==> config.mk <==
export PLATFORM = sky130hd
export DESIGN_NAME = flash_status_poller
export DESIGN_NICKNAME = d
export VERILOG_FILES = /design/src/rtl/fsp_pkg.sv /design/src/rtl/fsp_event_arb.sv /design/src/rtl/fsp_countdown.sv /design/src/rtl/fsp_status_reg.sv /design/src/rtl/flash_status_poller.sv
export SDC_FILE = /design/constraint.sdc
export NUM_CORES = 1
export LEC_CHECK = 0
export BUFFER_PORTS_ARGS = -buffer_cell sky130_fd_sc_hd__buf_2
export CELL_PAD_IN_SITES_DETAIL_PLACEMENT = 0
export CELL_PAD_IN_SITES_GLOBAL_PLACEMENT = 1
export CORE_UTILIZATION = 36
export CTS_CLUSTER_DIAMETER = 30
export DETAILED_ROUTE_END_ITERATION = 16
export MAX_ROUTING_LAYER = met4
export PLACE_DENSITY = 0.76
export RECOVER_POWER = 100
export REMOVE_ABC_BUFFERS = 1
export SYNTH_ARGS = -nofsm -noshare
export SYNTH_HDL_FRONTEND = slang
export SYNTH_HIERARCHICAL = 1
export SYNTH_SLANG_ARGS = --single-unit
==> constraint.sdc <==
create_clock -name clk -period 2.48 [get_ports clk]
set_clock_uncertainty 0.2 [all_clocks]
set_input_delay 0.124 -clock clk [delete_from_list [all_inputs] [get_ports clk]]
set_output_delay 0.124 -clock clk [all_outputs]
set_load 0.01 [all_outputs]
==> src/rtl/fsp_pkg.sv <==
package fsp_pkg;
  localparam int STAT_W     = 8;
  localparam int TOGGLE_POS = 6;
  localparam int DONE_POS   = 7;

  typedef enum logic [1:0] {
    EV_NONE   = 2'd0,
    EV_PROG   = 2'd1,
    EV_SECTOR = 2'd2,
    EV_CHIP   = 2'd3
  } fsp_event_e;
endpackage

==> src/rtl/fsp_event_arb.sv <==
module fsp_event_arb
  import fsp_pkg::*;
(
  input  logic       busy,
  input  logic       prog_valid,
  input  logic       sector_start,
  input  logic       chip_start,
  output fsp_event_e ev
);
  // Requests are dropped while busy; chip > sector > program when idle.
  always_comb begin
    ev = EV_NONE;
    if (!busy) begin
      if (chip_start)        ev = EV_CHIP;
      else if (sector_start) ev = EV_SECTOR;
      else if (prog_valid)   ev = EV_PROG;
    end
  end
endmodule

==> src/rtl/fsp_countdown.sv <==
module fsp_countdown #(
  parameter int SHORT_LEN = 4,
  parameter int LONG_LEN  = 40,
  localparam int CNT_W    = $clog2(LONG_LEN + 1)
) (
  input  logic clk,
  input  logic rst_n,
  input  logic load_short,
  input  logic load_long,
  output logic busy,
  output logic fire
);
  localparam logic [CNT_W-1:0] SHORT_V = CNT_W'(SHORT_LEN);
  localparam logic [CNT_W-1:0] LONG_V  = CNT_W'(LONG_LEN);
  localparam logic [CNT_W-1:0] ONE_V   = CNT_W'(1);

  logic [CNT_W-1:0] cnt_q;

  assign fire = busy && (cnt_q == ONE_V);

  always_ff @(posedge clk or negedge rst_n) begin
    if (!rst_n) begin
      cnt_q <= '0;
      busy  <= 1'b0;
    end else if (busy) begin
      if (fire) begin
        busy  <= 1'b0;
        cnt_q <= '0;
      end else begin
        cnt_q <= cnt_q - ONE_V;
      end
    end else if (load_long) begin
      busy  <= 1'b1;
      cnt_q <= LONG_V;
    end else if (load_short) begin
      busy  <= 1'b1;
      cnt_q <= SHORT_V;
    end
  end
endmodule

==> src/rtl/fsp_status_reg.sv <==
module fsp_status_reg
  import fsp_pkg::*;
(
  input  logic              clk,
  input  logic              rst_n,
  input  fsp_event_e        ev,
  input  logic              prog_msb,
  input  logic              rd,
  input  logic              fire,
  output logic [STAT_W-1:0] status
);
  logic [STAT_W-1:0] flip_mask;
  logic [STAT_W-1:0] held_next;
  logic [STAT_W-1:0] prog_val;

  // One slice per bit: toggle on read at bit 6, invert on completion at bit 7.
  for (genvar b = 0; b < STAT_W; b++) begin : g_bit
    if (b == TOGGLE_POS) begin : g_tog
      assign flip_mask[b] = rd;
    end else if (b == DONE_POS) begin : g_done
      assign flip_mask[b] = fire;
    end else begin : g_keep
      assign flip_mask[b] = 1'b0;
    end
    assign held_next[b] = status[b] ^ flip_mask[b];
    if (b == DONE_POS) begin : g_pmsb
      assign prog_val[b] = ~prog_msb;
    end else begin : g_pone
      assign prog_val[b] = 1'b1;
    end
  end

  always_ff @(posedge clk or negedge rst_n) begin
    if (!rst_n) begin
      status <= '0;
    end else begin
      unique case (ev)
        EV_PROG:           status <= prog_val;
        EV_SECTOR, EV_CHIP: status <= '0;
        default:           status <= held_next;
      endcase
    end
  end
endmodule

==> src/rtl/flash_status_poller.sv <==
module flash_status_poller
  import fsp_pkg::*;
#(
  parameter int SECTOR_WAIT = 1000,
  parameter int CHIP_FACTOR = 10
) (
  input  logic              clk,
  input  logic              rst_n,
  input  logic              prog_valid,
  input  logic [STAT_W-1:0] prog_data,
  input  logic              sector_start,
  input  logic              chip_start,
  input  logic              status_rd,
  input  logic              bypass_en,
  output logic [STAT_W-1:0] status_byte,
  output logic              busy,
  output logic              done,
  output logic              done_bypass
);
  localparam int CHIP_WAIT = SECTOR_WAIT * CHIP_FACTOR;

  fsp_event_e ev;
  logic       fire;
  logic       finish;

  fsp_event_arb u_arb (
    .busy        (busy),
    .prog_valid  (prog_valid),
    .sector_start(sector_start),
    .chip_start  (chip_start),
    .ev          (ev)
  );

  fsp_countdown #(
    .SHORT_LEN(SECTOR_WAIT),
    .LONG_LEN (CHIP_WAIT)
  ) u_cnt (
    .clk       (clk),
    .rst_n     (rst_n),
    .load_short(ev == EV_SECTOR),
    .load_long (ev == EV_CHIP),
    .busy      (busy),
    .fire      (fire)
  );

  fsp_status_reg u_stat (
    .clk     (clk),
    .rst_n   (rst_n),
    .ev      (ev),
    .prog_msb(prog_data[DONE_POS]),
    .rd      (status_rd),
    .fire    (fire),
    .status  (status_byte)
  );

  assign finish = fire || (ev == EV_PROG);

  always_ff @(posedge clk or negedge rst_n) begin
    if (!rst_n) begin
      done        <= 1'b0;
      done_bypass <= 1'b0;
    end else begin
      done        <= finish;
      done_bypass <= finish && bypass_en;
    end
  end
endmodule

==> impl_results.md, run 1 <==
- Remaining Overflow, GRT: 0
- Critical path capture point type: flip-flop
- CTS Sinks: 20
- Flops & latches, synth: 20
- Total power of the final layout: around 1.4 mW
- Clk Latency, worst-skew pair: 0.30 ns
- Result of the run: finished, final reports clean
- Area Overhead vs Synth: 18.3%
- Avg WL per Cell: 13.6 um
- Mapped Cells: around 130
- Via density: roughly 5.1
- Ys flop type: sky130_fd_sc_hd__dfrtp_1
- Max-Slew Margin vs Limit: 25.4%
- Top cell type by total area after synthesis: sky130_fd_sc_hd__dfrtp_1
- Worst hold path class: in -> reg
- Global-route usage over all layers: between 10% and 20%
- Antenna violations before repair: 0
- Share of total power in sequential cells: 41.3%
- Overall die area: 3610 um^2
- Worst EP required: 2.47 ns
- Fraction of the yosys area taken by sequential cells: 41.2%
- RSZ-0062 raised after global routing: false
- Top-area cell type share of the netlist area: 41.2%
- Antenna diodes: 0
- TritonCTS clock tree: built
- Power density cells: about 980 nW/um^2
- Wire length of the first global-routing pass: 4440 um
- Post-layout utilization of the core: 46.0%
- Post-placement setup slack: approximately 0.049 ns
- Cell area after layout: 1440 um^2
- Horizontal extent of the die: between 60 and 70 um
- Critical Path Source Type: flip-flop
- Synthesized area divided by synthesized cell count: 9.65 um^2
- Internal Dissipation: 831 uW
- Biggest area contributors in the synthesized netlist: sky130_fd_sc_hd__dfrtp_1 (41%), sky130_fd_sc_hd__nor2_1 (3.4%), sky130_fd_sc_hd__buf_4 (3.1%)
- Fmax: 419 MHz
- Final number of setup-violating endpoints: 0
- Max Slew Vio Count: 0
- List of cells traversed by the critical path: inv_2 > ha_1 > or4b_4 > o41ai_4 > buf_4 > o22ai_2 > a221o_1
- Lkg Pwr: a little over 0.6 nW
- Library cell used as clock root buffer: sky130_fd_sc_hd__clkbuf_4
- Tightest Pin Transition: 1.12 ns
- Post-route antenna net violation count: 0
- Number of top-level design ports: 26
- Number of buffers between clock root and the deepest sink: 2
- Total count of hold-check failures in the final report: 0
- Async S/R FF share, synth: 100%
- Placement row count: 20
- Vert. Die Dim: 60.1 um
- Total of warnings raised by yosys: 6
- Power dissipated by switching net loads: 575 uW
- Crit path largest cell delay: 0.49 ns
- DRC marker count from the first detailed-route iteration: 38
- Cell total after placement: around 190
- Worst hold margin: 0.0399 ns
- Slack of the worst reg-to-reg path: approximately 0.093 ns
- Total negative setup slack: 0 ns
- Post-placement cell area: approximately 1400 um^2
- Critical path data arrival time: approximately 2.4 ns
- Buffers added on ports: 18
- Pin count of the biggest net entering global routing: 22
- Initial core utilization: 38.9%
- Yosys cell types: 47
- Final #Nets: 170
- Worst ir drop on vdd: ~540 uV
- Clock input transition at the sequential cells of the worst setup and hold paths: about 0.12 ns
- CTS H-tree depth: 1
- Via Count: 1006
- Post-synthesis cell area: 1220 um^2
- Number of standard cells in the layout, taps in and fillers out: 196
- Post-route DRC violation count: 0
- Detailed-routing iteration count for the pre-antenna-repair pass: 4
- Number of fillers in the final layout: 317
- Post-DP HPWL: around 1900 um
- Maximum net fanout on the critical path: 4
- Ratio of final minimum period to clock period: 96.2%
- Via count of the first global-routing pass: 1004
- CP Class: reg -> reg
- Clk pwr share: 13.8%
- Number of max-cap violations: 0
- Number of buffers inserted during clock tree synthesis: 3
- Final period demand of the worst path: 2.39 ns
- Placeable core region: 3130 um^2
- Share of post-route cells with drive strength above 1: 21.7%
- Routed wire length: 2660 um
- Share of total power consumed by net switching: about two fifths
- Number of enable-type register cells in the synthesized netlist: 0
- PnR worst setup slack: about 0.093 ns
- Slowest CP cell: sky130_fd_sc_hd__or4b_4
- Combinational Power Share: 44.9%
- Placer's final routability congestion estimate: 0.797
[final cells by class]
cell class,instances,area [um^2],share of cell area (%)
Tap cell,44,55.1,3.83
Sequential cell,20,500,34.8
Multi-Input combinational cell,89,619,43.0
Timing Repair Buffer,34,209,14.5
Clock buffer,4,36.3,2.52
Inverter,5,18.8,1.30
[critical path, delay by kind of cell, from the launching register on]
kind,cells,cell delay (ns)
AO/OA/AOI/OAI,3,0.75
adder cells (fa/ha/maj),1,0.13
buffers and inverters,2,0.28
flip-flops,1,0.42
AND/OR/NAND/NOR,1,0.49
[cells in the mapped netlist (3+ instances only)]
cell	instances
sky130_fd_sc_hd__dfrtp_1	20
sky130_fd_sc_hd__nor2_1	11
sky130_fd_sc_hd__a21oi_1	7
sky130_fd_sc_hd__o21ai_0	7
sky130_fd_sc_hd__nor3_1	6
sky130_fd_sc_hd__buf_4	5
sky130_fd_sc_hd__inv_1	5
sky130_fd_sc_hd__nand2_1	5
sky130_fd_sc_hd__o31ai_1	4
sky130_fd_sc_hd__a21o_1	3
sky130_fd_sc_hd__clkbuf_1	3
sky130_fd_sc_hd__nor4_1	3
sky130_fd_sc_hd__o21a_1	3
sky130_fd_sc_hd__xnor2_1	3
[layer usage]
layer  share of wire [%]  wire length, um  track usage [%]  vias up
met3                 3.5               94             2.81        0
met4                   0                0             4.65        0
li1                    -                -                -      506
met2                  47             1240             27.0       34
met1                  50             1320             22.1      466
met5                   0                0                -        -
[power by group through the flow]
stage                     logic, mW  registers [mW]  clock network, mW
final                         0.631           0.581              0.194
after global routing          0.701           0.601              0.218
after CTS                     0.642           0.576              0.204
after detailed placement      0.633           0.582                  0
after global placement        0.613           0.575                  0
after floorplan               0.360           0.617                  0
[cell usage in the layout (no fill, tap or decap), types with 2 or more instances in the layout]
master / Yosys / final
sky130_fd_sc_hd__nor3_1: 6 / 6
sky130_fd_sc_hd__a21oi_1: 7 / 7
sky130_fd_sc_hd__clkbuf_1: 3 / 15
sky130_fd_sc_hd__buf_4: 5 / 7
sky130_fd_sc_hd__a211oi_1: 2 / 2
sky130_fd_sc_hd__buf_2: 2 / 6
sky130_fd_sc_hd__clkbuf_4: 0 / 3
sky130_fd_sc_hd__or4_1: 2 / 2
sky130_fd_sc_hd__o22ai_1: 2 / 2
sky130_fd_sc_hd__nand2_1: 5 / 5
sky130_fd_sc_hd__inv_1: 5 / 4
sky130_fd_sc_hd__a21o_1: 3 / 3
sky130_fd_sc_hd__nor2_1: 11 / 11
sky130_fd_sc_hd__nor4_1: 3 / 3
sky130_fd_sc_hd__dfrtp_1: 20 / 20
sky130_fd_sc_hd__o21a_1: 3 / 3
sky130_fd_sc_hd__ha_1: 2 / 2
sky130_fd_sc_hd__nand2b_1: 2 / 2
sky130_fd_sc_hd__dlygate4sd3_1: 0 / 5
sky130_fd_sc_hd__o31ai_1: 4 / 4
sky130_fd_sc_hd__o21ai_0: 7 / 7
sky130_fd_sc_hd__or4_4: 2 / 2
sky130_fd_sc_hd__xnor2_1: 3 / 3
[state kept, by name, summed over array words and instances, names as in the netlist]
register       flops
u_cnt/cnt_q       14
u_stat/status      3
done               1
done_bypass        1
u_cnt/busy         1
[logic make-up after synthesis]
group	after synthesis	share of synthesized area, %
adders and majority gates	2	2.06
AOI/OAI and AO/OA	36	21.8
xor gates and xnor gates	4	2.88
DFF	20	41.2
buffers and inverters	17	8.23
and+or+nand+nor	45	22.1
muxes	2	1.75
[worst paths after layout]
path | startpoint | to | cells after the start
max in group asynchronous | rst_n | u_cnt/cnt_q[7] | 2
worst min register to register | u_cnt/cnt_q[6] | u_cnt/cnt_q[6] | 1
worst max-delay path | u_cnt/cnt_q[1] | u_cnt/cnt_q[6] | 7
worst max register to register | u_cnt/cnt_q[1] | u_cnt/cnt_q[6] | 7
min in group asynchronous | rst_n | u_cnt/cnt_q[9] | 2
worst min-delay path | prog_valid | u_stat/status[7] | 5
[repair_timing]
action | 4_1_cts | 5_1_grt
resized for setup | 0 | 2
setup endpoints to repair | 0 | 2
hold buffers | 5 | 0
hold endpoints to repair | 23 | 0
buffers inserted | 0 | 1
(Power assumes the default switching activity.)
==> run 2, diff against run 1 <==
--- a/config.mk
+++ b/config.mk
@@ -11,7 +11,6 @@
 export CORE_UTILIZATION = 36
 export CTS_CLUSTER_DIAMETER = 30
 export DETAILED_ROUTE_END_ITERATION = 16
-export MAX_ROUTING_LAYER = met4
 export PLACE_DENSITY = 0.76
 export RECOVER_POWER = 100
 export REMOVE_ABC_BUFFERS = 1
==> run 2 against run 1 <==
Flip-flop and latch count unchanged. Critical path depth unchanged. Combinational power about the same. Critical endpoint unchanged. Sequential share of layout area unchanged. Final area unchanged.
==> impl_results.md, run 2 (same netlist as run 1, synthesis figures left out) <==
- Post-route antenna net violation count: 0
- Largest registers: u_cnt/cnt_q: 14 flops, u_stat/status: 3 flops
- Buffers added on ports: 18
- Power density cells: 977 nW/um^2
- Flip-flop count of the largest register, all copies and words added: 14
- Final number of setup-violating endpoints: 0
- Overall die area: 3610 um^2
- Clk pwr share: ~14%
- Largest register by flop count: u_cnt/cnt_q
- Clk Latency, worst-skew pair: 0.30 ns
- RSZ-0062 raised after global routing: false
- Area Overhead vs Synth: 18.3%
- Maximum net fanout on the critical path: 4
- Global-route usage over all layers: 16.4%
- Worst ir drop on vdd: 545 uV
- Critical path capture point type: flip-flop
- Wire length of the first global-routing pass: between 4000 and 5000 um
- Placement row count: 20
- Share of post-route cells with drive strength above 1: 21.7%
- Dominant delay contributor by cell family on the critical path: compound AO/OA/AOI/OAI gates
- Share of total power consumed by net switching: between 40 and 50%
- Final period demand of the worst path: ~2.4 ns
- Number of top-level design ports: 26
- Slack of the worst reg-to-reg path: 0.09 ns
- Most common cell after layout, fill and taps aside: sky130_fd_sc_hd__dfrtp_1
- Total negative setup slack: 0 ns
- Detailed-routing iteration count for the pre-antenna-repair pass: 4
- Internal Dissipation: 831 uW
- Number of max-cap violations: 0
- Placer's final routability congestion estimate: 0.786
- Power dissipated by switching net loads: ~580 uW
- Via density: 5.11
- Max-Slew Margin vs Limit: 24.9%
- Avg WL per Cell: 13.7 um
- Ratio of final minimum period to clock period: between 90% and 100%
- CTS Sinks: 20
- Via Count: 1001
- Post-DP HPWL: 1860 um
- Via count of the first global-routing pass: 1006
- Fmax: between 400 and 500 MHz
- Share of total power in sequential cells: between 40% and 50%
- Tightest Pin Transition: 1.13 ns
- Number of buffers between clock root and the deepest sink: 2
- Number of fillers in the final layout: 317
- Routed wire length: 2680 um
- Placeable core region: 3130 um^2
- Combinational Power Share: approximately 45%
- CTS H-tree depth: 1
- Critical path data arrival time: 2.38 ns
- Clock input transition at the sequential cells of the worst setup and hold paths: 0.12 ns
- Horizontal extent of the die: roughly 60 um
- DRC marker count from the first detailed-route iteration: 34
- Lkg Pwr: 0.622 nW
- Total count of hold-check failures in the final report: 0
- Max Slew Vio Count: 0
- List of cells traversed by the critical path: inv_2 > ha_1 > or4b_4 > o41ai_4 > buf_4 > o22ai_2 > a221o_1
- Final #Nets: between 150 and 200
- Post-placement cell area: 1360 um^2
- Critical Path Source Type: flip-flop
- Antenna diodes: 0
- Remaining Overflow, GRT: 0
- CP Class: reg -> reg
- Pin count of the biggest net entering global routing: 22
- Crit path largest cell delay: 0.49 ns
- Worst EP required: ~2.5 ns
- Vert. Die Dim: about 60 um
- Worst hold path class: in -> reg
- Antenna violations before repair: 0
- Cell area after layout: about 1400 um^2
- Number of buffers inserted during clock tree synthesis: 3
- TritonCTS clock tree: built
- Post-route DRC violation count: 0
- Result of the run: finished, final reports clean
- Library cell used as clock root buffer: sky130_fd_sc_hd__clkbuf_4
- Sum of buffers and inverters on the critical path: 2
- Slowest CP cell: sky130_fd_sc_hd__or4b_4
- Leading cell types in the layout, fill and taps excluded: sky130_fd_sc_hd__dfrtp_1 (20), sky130_fd_sc_hd__clkbuf_1 (15), sky130_fd_sc_hd__nor2_1 (11)
- Initial core utilization: 38.9%
-- run 2: layout make-up --
| cell class | count | area (um^2) | area share [%] |
|---|---|---|---|
| repair buffers | 34 | 209 | 14.5 |
| clock buffers | 4 | 36.3 | 2.52 |
| flip-flops and latches | 20 | 500 | 34.8 |
| inverters | 5 | 18.8 | 1.30 |
| multi-input cells | 89 | 619 | 43.0 |
| well taps | 44 | 55.1 | 3.83 |
-- run 2: per-layer routing --
metal | vias to the layer above | global-route usage (%) | wire (um)
met5 | - | 0 | 0
met4 | 0 | 4.65 | 0
met3 | 0 | 2.81 | 67
met2 | 25 | 27.2 | 1250
met1 | 473 | 21.8 | 1360
li1 | 503 | - | -
-- run 2: final timing paths --
kind,start,endpoint,cells past startpoint
setup / recovery,u_cnt/cnt_q[1],u_cnt/cnt_q[6],7
hold / removal,prog_valid,u_stat/status[7],5
setup reg to reg,u_cnt/cnt_q[1],u_cnt/cnt_q[6],7
hold reg to reg,u_cnt/cnt_q[6],u_cnt/cnt_q[6],1
max in group asynchronous,rst_n,u_cnt/cnt_q[7],2
min in group asynchronous,rst_n,u_cnt/cnt_q[9],2
-- run 2: worst register-to-register path, stage by stage, from the launching register on --
cell and delay, ns:
sky130_fd_sc_hd__dfrtp_1 0.42, sky130_fd_sc_hd__inv_2 0.08, sky130_fd_sc_hd__ha_1 0.13, sky130_fd_sc_hd__or4b_4 0.49, sky130_fd_sc_hd__o41ai_4 0.40, sky130_fd_sc_hd__buf_4 0.20, sky130_fd_sc_hd__o22ai_2 0.06, sky130_fd_sc_hd__a221o_1 0.30
-- run 2: metrics by stage --
stage | worst slack, ns | utilization, % | instances | power (mW) | hold slack (ns)
floorplan | 0.00999 | - | 114 | 0.978 | -0.372
global placement | 0.0908 | 43.3 | 186 | 1.19 | -0.101
detailed placement | 0.0488 | 43.3 | 186 | 1.21 | -0.0855
CTS | 0.0159 | 46.1 | 195 | 1.42 | 0.0249
global route | 0.0000449 | 46.0 | 196 | 1.52 | 0.0407
finish | 0.0908 | 46.0 | 196 | 1.41 | 0.0392
-- run 2: timing repair --
item                                    CTS  global route
hold buffers                              5             0
endpoints found under the setup margin    0             2
buffers inserted                          0             1
endpoints found under the hold margin    23             0
resized for setup                         0             2
-- run 2: power groups by stage --
stage | clock network [mW] | registers (mW) | logic [mW]
6_report | 0.193 | 0.582 | 0.631
3_3_place_gp | 0 | 0.575 | 0.613
4_1_cts | 0.204 | 0.576 | 0.642
5_1_grt | 0.218 | 0.601 | 0.701
3_5_place_dp | 0 | 0.582 | 0.633
2_1_floorplan | 0 | 0.617 | 0.360
